`src/rtl/fgen_pkg.sv`:
```
package fgen_pkg;
  localparam int unsigned NUM_REG     = 2;
  localparam int unsigned GEN_PER_REG = 3;
  localparam int unsigned NUM_GEN     = NUM_REG * GEN_PER_REG;
  localparam int unsigned SLICE_W     = 10;
  localparam int unsigned DIV_W       = 8;
  localparam int unsigned CNT_W       = DIV_W + 1;
  localparam int unsigned NUM_SRC     = 3;
  localparam int unsigned REG_W       = 32;
  localparam int unsigned SCALE_BIT   = GEN_PER_REG * SLICE_W;
  localparam int unsigned ADDR_W      = (NUM_REG > 1) ? $clog2(NUM_REG) : 1;

  typedef enum logic [1:0] {
    SRC_CPU  = 2'd0,
    SRC_AUX  = 2'd1,
    SRC_AUX2 = 2'd2
  } src_e;

  typedef struct packed {
    logic             en;
    src_e             src;
    logic [CNT_W-1:0] dm1;  // divisor minus one
  } gen_cfg_t;
endpackage

```
`src/rtl/fgen_regs.sv`:
```
module fgen_regs
  import fgen_pkg::*;
#(
  parameter bit EXTENDED = 1'b1
) (
  input  logic                            clk_i,
  input  logic                            rst_ni,
  input  logic                            wr_en_i,
  input  logic [ADDR_W-1:0]               wr_addr_i,
  input  logic [REG_W-1:0]                wr_data_i,
  input  logic [ADDR_W-1:0]               rd_addr_i,
  output logic [REG_W-1:0]                rd_data_o,
  output logic [NUM_REG-1:0][REG_W-2:0]   regs_o
);
  localparam int unsigned USED_W = EXTENDED ? SCALE_BIT + 1 : SCALE_BIT;
  localparam logic [REG_W-1:0] USED_MASK = {REG_W{1'b1}} >> (REG_W - USED_W);

  logic [NUM_REG-1:0][REG_W-1:0] reg_q;

  always_ff @(posedge clk_i or negedge rst_ni) begin
    if (!rst_ni) begin
      reg_q <= '0;
    end else if (wr_en_i) begin
      reg_q[wr_addr_i] <= wr_data_i & USED_MASK;
    end
  end

  assign rd_data_o = reg_q[rd_addr_i];

  for (genvar r = 0; r < NUM_REG; r++) begin : g_out
    assign regs_o[r] = reg_q[r][REG_W-2:0];
  end

  assert_readback_R1: assert property (@(posedge clk_i) disable iff (!rst_ni)
    (wr_en_i && wr_addr_i == rd_addr_i) |=>
      (!$stable(rd_addr_i) || rd_data_o[SCALE_BIT-1:0] == $past(wr_data_i[SCALE_BIT-1:0])))
    else $error("readback mismatch");

  assert_top_bit_zero_R1: assert property (@(posedge clk_i) disable iff (!rst_ni)
    rd_data_o[REG_W-1] == 1'b0)
    else $error("unused bit set");
endmodule

```
`src/rtl/fgen_dec.sv`:
```
module fgen_dec
  import fgen_pkg::*;
#(
  parameter bit EXTENDED = 1'b1
) (
  input  logic [SLICE_W-1:0] slice_i,
  input  logic               odd_ok_i,
  output gen_cfg_t           cfg_o
);
  logic [DIV_W-1:0] n;
  assign n = slice_i[SLICE_W-1:2];

  always_comb begin
    cfg_o.dm1 = odd_ok_i ? {1'b0, n} : {n, 1'b1};
  end

  if (EXTENDED) begin : g_ext
    always_comb begin
      cfg_o.en = |slice_i[1:0];
      unique case (slice_i[1:0])
        2'd1:    cfg_o.src = SRC_AUX2;
        2'd3:    cfg_o.src = SRC_AUX;
        default: cfg_o.src = SRC_CPU;
      endcase
    end
  end else begin : g_leg
    always_comb begin
      cfg_o.en  = slice_i[1];
      cfg_o.src = slice_i[0] ? SRC_AUX : SRC_CPU;
    end
  end
endmodule

```
`src/rtl/fgen_div.sv`:
```
module fgen_div
  import fgen_pkg::*;
(
  input  logic               clk_i,
  input  logic               rst_ni,
  input  gen_cfg_t           cfg_i,
  input  logic [NUM_SRC-1:0] src_tick_i,
  output logic               clk_o,
  output logic               tick_o
);
  logic             idle_q;  // between periods: live config applies
  src_e             act_src_q;
  logic [CNT_W-1:0] act_dm1_q;
  logic [CNT_W-1:0] cnt_q;
  logic             tick_q;

  src_e             eff_src;
  logic [CNT_W-1:0] eff_dm1;
  logic             strobe, last;
  logic [CNT_W:0]   half;

  assign eff_src = idle_q ? cfg_i.src : act_src_q;
  assign eff_dm1 = idle_q ? cfg_i.dm1 : act_dm1_q;

  always_comb begin
    unique case (eff_src)
      SRC_AUX:  strobe = src_tick_i[1];
      SRC_AUX2: strobe = src_tick_i[2];
      default:  strobe = src_tick_i[0];
    endcase
  end

  assign last = (cnt_q == eff_dm1);
  assign half = ({1'b0, eff_dm1} + 1'b1) >> 1;

  always_ff @(posedge clk_i or negedge rst_ni) begin
    if (!rst_ni) begin
      idle_q    <= 1'b1;
      act_src_q <= SRC_CPU;
      act_dm1_q <= '0;
      cnt_q     <= '0;
      tick_q    <= 1'b0;
    end else begin
      tick_q <= cfg_i.en & strobe & last;
      if (!cfg_i.en) begin
        cnt_q  <= '0;
        idle_q <= 1'b1;
      end else if (strobe) begin
        if (idle_q) begin
          act_src_q <= cfg_i.src;
          act_dm1_q <= cfg_i.dm1;
        end
        if (last) begin
          cnt_q  <= '0;
          idle_q <= 1'b1;
        end else begin
          cnt_q  <= cnt_q + 1'b1;
          idle_q <= 1'b0;
        end
      end
    end
  end

  assign clk_o  = cfg_i.en & ({1'b0, cnt_q} < half);
  assign tick_o = tick_q;

  assert_cnt_bound_R6: assert property (@(posedge clk_i) disable iff (!rst_ni)
    cnt_q <= eff_dm1)
    else $error("count past divisor");

  assert_off_quiet_R7: assert property (@(posedge clk_i) disable iff (!rst_ni)
    !cfg_i.en |=> !tick_o)
    else $error("tick while disabled");

  assert_tick_from_src_R5: assert property (@(posedge clk_i) disable iff (!rst_ni)
    tick_o |-> $past(|src_tick_i))
    else $error("tick without strobe");

  assert_hold_cfg_R8: assert property (@(posedge clk_i) disable iff (!rst_ni)
    (cfg_i.en && !idle_q && !strobe) |=> ($stable(act_dm1_q) && $stable(act_src_q)))
    else $error("config changed mid period");
endmodule

```
`src/rtl/fgen_bank.sv`:
```
module fgen_bank
  import fgen_pkg::*;
#(
  parameter bit EXTENDED = 1'b1
) (
  input  logic               clk_i,
  input  logic               rst_ni,
  input  logic               wr_en_i,
  input  logic [ADDR_W-1:0]  wr_addr_i,
  input  logic [REG_W-1:0]   wr_data_i,
  input  logic [ADDR_W-1:0]  rd_addr_i,
  output logic [REG_W-1:0]   rd_data_o,
  input  logic               cpu_tick_i,
  input  logic               aux_tick_i,
  input  logic               aux2_tick_i,
  output logic [NUM_GEN-1:0] clk_o,
  output logic [NUM_GEN-1:0] tick_o
);
  logic [NUM_REG-1:0][REG_W-2:0] regs;
  logic [NUM_SRC-1:0]            src_ticks;

  assign src_ticks = {aux2_tick_i, aux_tick_i, cpu_tick_i};

  fgen_regs #(.EXTENDED(EXTENDED)) u_regs (
    .clk_i     (clk_i),
    .rst_ni    (rst_ni),
    .wr_en_i   (wr_en_i),
    .wr_addr_i (wr_addr_i),
    .wr_data_i (wr_data_i),
    .rd_addr_i (rd_addr_i),
    .rd_data_o (rd_data_o),
    .regs_o    (regs)
  );

  for (genvar r = 0; r < NUM_REG; r++) begin : g_reg
    for (genvar g = 0; g < GEN_PER_REG; g++) begin : g_gen
      localparam int unsigned IDX = r * GEN_PER_REG + g;
      gen_cfg_t cfg;
      logic     odd_ok;

      assign odd_ok = EXTENDED & regs[r][SCALE_BIT];

      fgen_dec #(.EXTENDED(EXTENDED)) u_dec (
        .slice_i  (regs[r][g*SLICE_W +: SLICE_W]),
        .odd_ok_i (odd_ok),
        .cfg_o    (cfg)
      );

      fgen_div u_div (
        .clk_i      (clk_i),
        .rst_ni     (rst_ni),
        .cfg_i      (cfg),
        .src_tick_i (src_ticks),
        .clk_o      (clk_o[IDX]),
        .tick_o     (tick_o[IDX])
      );
    end
  end
endmodule

```
`config.mk`:
```
export PLATFORM = sky130hd
export DESIGN_NAME = fgen_bank
export DESIGN_NICKNAME = d
export VERILOG_FILES = /design/src/rtl/fgen_pkg.sv /design/src/rtl/fgen_regs.sv /design/src/rtl/fgen_dec.sv /design/src/rtl/fgen_div.sv /design/src/rtl/fgen_bank.sv
export SDC_FILE = /design/constraint.sdc
export NUM_CORES = 1
export LEC_CHECK = 0
export BUFFER_PORTS_ARGS = -buffer_cell sky130_fd_sc_hd__buf_2
export CORE_UTILIZATION = 54
export DETAILED_ROUTE_END_ITERATION = 6
export PLACE_DENSITY = 0.79
export SYNTH_ARGS = -nofsm -noshare
export SYNTH_HDL_FRONTEND = slang
export SYNTH_HIERARCHICAL = 1
export SYNTH_SLANG_ARGS = --single-unit
```
`constraint.sdc`:
```
create_clock -name clk_i -period 4.87 [get_ports clk_i]
set_input_delay 0.487 -clock clk_i [delete_from_list [all_inputs] [get_ports clk_i]]
set_output_delay 0.487 -clock clk_i [all_outputs]
set_load 0.05 [all_outputs]
```
=== After elaboration in Yosys (flattened, before gate mapping) ===
Index checks and enable logic that the tools add are counted.

* Register bits after elaboration: 196
* Bits in latches: 0
* Bits in writable memories: 0
* ROM bits: 0
* Input bits: 40
* Output and inout bits: 44
* Memories kept: 0

* Add/subtract/negate cells: 12
* Multipliers: 0
* Divide/modulo/power cells: 0
* Magnitude comparators: 9
* Eq/ne operators: 36
* Shift-type cells: 0
* Muxes and demuxes: 71
* Bitwise operators: 18
* Reduce and logical (&&, ||, !) cells: 13

{| class="wikitable"
|+ Operator list
! cell !! number
|-
| 9-bit two-way mux || 30
|-
| 32-bit two-way mux || 3
|-
| 64-bit bitwise mux || 1
|-
| 9-bit by 1-bit adder with 10-bit output, second input constant || 6
|-
| 9-bit by 1-bit adder with 9-bit output, second input constant || 6
|-
| 9-bit == test || 6
|-
| 9-bit < comparator || 6
|-
| 32-bit demux with 1-bit select || 1
|-
| 2-bit by 1-bit == test with 1-bit output, second input constant || 12
|-
| 2-bit == test, second input constant || 12
|-
| 2-bit case mux with 2 select lines || 6
|-
| 1-bit bitwise AND || 18
|-
| 1-bit two-way mux || 18
|-
| 2-bit two-way mux || 6
|-
| 2-bit != test, second input constant || 6
|-
| 1-bit case mux with 2 select lines || 6
|-
| 2-bit AND reduction || 6
|-
| 2-bit OR reduction || 6
|-
| 1-bit by 2-bit < comparator with 1-bit output, second input constant || 2
|-
| 1-bit greater-or-equal comparator, second input constant || 1
|-
| 1-bit logical AND || 1
|}

=== Logic depth before layout (Yosys ltp) ===
* Depth after elaboration: 7
* Gate-level depth with buffers: 13
* Depth with buffers taken out: 12

=== Hierarchy ===
Netlist, hierarchy kept.

{| class="wikitable"
|+ By module, submodules not included
! module !! times used !! cells an instance !! area an instance (um2) !! sequential area each (um2)
|-
| fgen_div at g_reg[0].g_gen[0].u_div ... || 5 || 164 || 1609.0 || 551.8
|-
| fgen_regs || 1 || 168 || 2835.2 || 1551.5
|-
| fgen_div at g_reg[1].g_gen[1].u_div || 1 || 169 || 1635.3 || 551.8
|-
| fgen_dec || 6 || 13 || 147.6 || 0.0
|}

=== Worst setup path after synthesis ===
No wires, ideal clock.

* Path type: register -> output
* Start point: register u_regs.reg_q, in the netlist u_regs/regs_o[61]
* End point: output port clk_o[4]
* Arrival: 3286 ps
* Data required time: 4383 ps
* Path slack: 1097 ps
* Stages on the path, launching flop included: 13
* Path buffers: 1
* Path through: dfrtp_1 buf_6 mux2_4 mux2i_1 inv_1 ha_1 xor2_1 ha_1 a21oi_1 nor2b_1 o21ai_0 a21oi_1 o21ai_0

{| class="wikitable"
|+ RTL lines
! element !! line !! source
|-
| start, declared || fgen_regs.sv:18 || <nowiki>logic [NUM_REG-1:0][REG_W-1:0] reg_q;</nowiki>
|-
| start signal, assigned by index || fgen_regs.sv:24 || <nowiki>reg_q[wr_addr_i] <= wr_data_i & USED_MASK;</nowiki>
|-
| end, declared || fgen_bank.sv:16 || <nowiki>output logic [NUM_GEN-1:0] clk_o,</nowiki>
|}

==> results.cfg <==
[critical_path]
cp.required_ps = 4380
crit_fanout = 11
critical_path_class = reg2out
cp-start-kind = flip-flop
endpoint_kind = output port
cp.arrival_ps = 3990

[placement]
dp_hpwl_um = 20060
port_buffers = 81
finalWeightedCongestion = 0.8658

[timing]
fin_crit_ps = 4474
rsz0062_at_grt = no
hold_violations = 0
maxSlewViolCount = 0
setup_viol = 0
fmax_mhz = 223.5
clock_skew_ps = 11.52
fin_crit_sh_pct = 91.87
worstMarginPinSlew_ps = 931.6
final.setup.tns_ps = 0
hold_ws_ps = 123.3
slew_headroom_pct = 37.76

[die]
die_h_um = 159.5
rows = 57
start_util_pct = 55.11
boundaryPins = 84
fp.coreArea_um2 = 24320
die_area_um2 = 25450
die_w_um = 159.5

[logic_synthesis]
async_reset_ff_share_pct = 100.0
yosysSeqAreaShare_pct = 36.28
ys.flop_type = dfrtp_1
syn-cell-area_um2 = 13400
synth-edff-count = 0
synth_fp_nets = 1347
synth_seq_cells = 194
syn_inst = 1235
synth.distinct_cells = 48
yosysWarnings = 6
synth.avg_cell_area_um2 = 10.85

[routing]
num_vias = 9438
first_iter_violations = 390
dr.pass1.iters = 5
ant_nets = 0
drt-total-wl_um = 28040
drc = 0
top_layer = met5
met1_length_um = 13080
wl_met2_um = 13830
post_drt_wl_per_cell_um = 17.11
vias_per_cell = 5.758
dr_wl_met3_um = 707

[clocking]
cts.sinks = 194
clk_pin_slew_ps = 70
cts_resized = 0
cts_made_buffers = 17
clockBufferDepth = 2
post-cts-setup-buffers = 0
cts_htree_levels = 4
clock_latency_ps = 440
cts_tree = yes
cts_hold_buf = 0
root_buffer = clkbuf_16

[global_route]
antenna_found_initial = 8
grt_usage_pct = 22.97
grt.overflow.total = 0
grt_pass1_wl_um = 47750
grt_pass1_vias = 9676
grt_max_degree = 102

[power]
peakVddDrop_v = 0.0002391
leakagePower_nw = 6.966
finalPower_w = 0.008109
power.density_nw_per_um2 = 560.5

[layout]
multi_input_area_um2 = 8010
seq_area_um2 = 4862
syn_to_final_growth_pct = 7.945
drive_above_1_share_pct = 27.37
n_fill_cell = 1963
final_net_count = 1408

[hold_path]
hold_path.class = in2async

[job]
cap_violations = 0

[status]
status = finished, final reports clean
-- cell usage in the layout (no fill, tap or decap), types with 7 or more instances in the layout --
cell,synthesis,layout
nor2_1,8,8
and3_1,26,26
clkbuf_16,0,17
a21oi_1,33,33
nor3b_1,25,25
xnor2_1,29,29
inv_1,33,33
buf_2,4,80
ha_1,72,72
dfrtp_1,188,188
nand3b_1,13,13
mux2_2,110,110
mux2_4,74,74
mux2i_2,26,26
and2_1,12,12
xor2_1,67,67
or3_1,15,15
or2_2,16,16
o22ai_1,7,7
buf_4,1,8
nand2b_1,22,22
nand3_1,76,76
nor2b_1,20,20
nand2_1,92,92
a21o_1,35,35
mux2i_1,34,34
o211ai_1,11,11
o21ai_0,89,88
diode_2,0,7
-- metrics by stage --
stage	std cells	area, um^2	setup WS (ps)	utilization, %
after floorplan	1235	13400	1097	-
after global placement	1601	13880	918.4	57.06
after detailed placement	1601	13880	891.3	57.06
after CTS	1632	14450	402.2	59.41
after global routing	1639	14470	103.2	59.48
final	1639	14470	396.2	59.48
-- area by class of cell --
| cell class | instances | share of cell area (%) |
|---|---|---|
| multi-input cells | 961 | 55.37 |
| flip-flops and latches | 194 | 33.61 |
| repair buffers | 89 | 3.278 |
| clock buffers | 22 | 3.209 |
| well taps | 324 | 2.802 |
| inverters | 33 | 0.8563 |
| clock inverters | 9 | 0.7525 |
| diodes | 7 | 0.1211 |
-- synthesized netlist by cell type (all sizes together) (2+ instances only) --
master	number	share of area, %
nor4b	3	0.31
or3	15	0.70
nand4	6	0.28
and2	12	0.56
nand2	93	2.6
nor4bb	4	0.30
dfstp	6	1.2
buf	33	2.6
nand2b	22	1.0
clkbuf	14	0.47
o31ai	5	0.79
a21oi	33	1.2
nor3b	25	1.4
mux2	184	18
dfrtp	188	35
a221o	5	0.37
inv	33	0.92
or2	16	0.75
o21ai	89	3.3
and3	26	1.2
a21o	35	2.0
o21a	5	0.28
o22ai	7	0.33
xnor2	29	1.9
xor2	67	4.4
nor2	8	0.22
o211ai	11	0.62
nand3	76	2.8
ha	72	6.7
nand3b	13	0.73
a32o	2	0.15
nor4	6	0.28
nor2b	21	1.0
a2111oi	5	0.33
nor3	2	0.075
mux2i	61	5.4
-- where the power goes --
part	switching [W]	leakage, nW	internal [W]
Clock	0.000606	0.280	0.000782
Combinational	0.00220	4.27	0.00184
Sequential	0.000620	2.42	0.00206
Total	0.00343	6.97	0.00468
-- worst max-delay path, cell delays in order (launching register included) --
cell       delay [ps]
dfrtp_1           600
buf_4             300
mux2_4            320
mux2i_1           360
inv_1              90
ha_1              220
xor2_1            170
ha_1              290
a21o_1            150
a21oi_1           160
o21ai_0           110
a2111oi_0         370
or2_2             170
buf_2             250
-- metal layers --
| metal | global-route usage (%) | vias to the layer above |
|---|---|---|
| met3 | 3.282 | 30 |
| met4 | 8.260 | 2 |
| met2 | 38.15 | 121 |
| li1 | - | 4576 |
| met1 | 30.56 | 4709 |
| met5 | 0 | - |
-- final timing paths --
check	startpoint	to	slack, ps	depth (start not counted)
max in group asynchronous	rst_ni	g_reg[1].g_gen[2].u_div/act_dm1_q[8]$_DFFE_PN0P_	3620	2
worst min-delay path	rst_ni	g_reg[1].g_gen[1].u_div/cnt_q[6]$_DFFE_PN0P_	120	1
worst max register to register	g_reg[0].g_gen[1].u_div/idle_q$_DFFE_PN1P_	g_reg[0].g_gen[1].u_div/act_dm1_q[2]$_DFFE_PN0P_	1510	8
worst max-delay path	u_regs/regs_o[30]$_DFFE_PN0P_	clk_o[2]	400	13
min in group clk_i	wr_data_i[29]	u_regs/regs_o[60]$_DFFE_PN0P_	300	2
worst min register to register	g_reg[1].g_gen[1].u_div/act_src_q[0]$_DFFE_PN0P_	g_reg[1].g_gen[1].u_div/act_src_q[0]$_DFFE_PN0P_	480	2
-- state kept, by name, indices dropped and copies added (netlist names) --
signal,count
g.g_gen.u_div/cnt_q,54
g.g_gen.u_div/tick_o,6
u_regs/regs_o,62
g.g_gen.u_div/idle_q,6
g.g_gen.u_div/act_src_q,12
g.g_gen.u_div/act_dm1_q,54
-- cell families after synthesis --
family | synth area share [%]
muxes | 22.91
buffers and inverters | 3.949
xor gates and xnor gates | 6.274
other | 0.02798
DFF | 36.28
adders and majority gates | 6.722
and+or+nand+nor | 14.34
AOI/OAI and AO/OA | 9.495
Power figures use the tool's default switching activity.
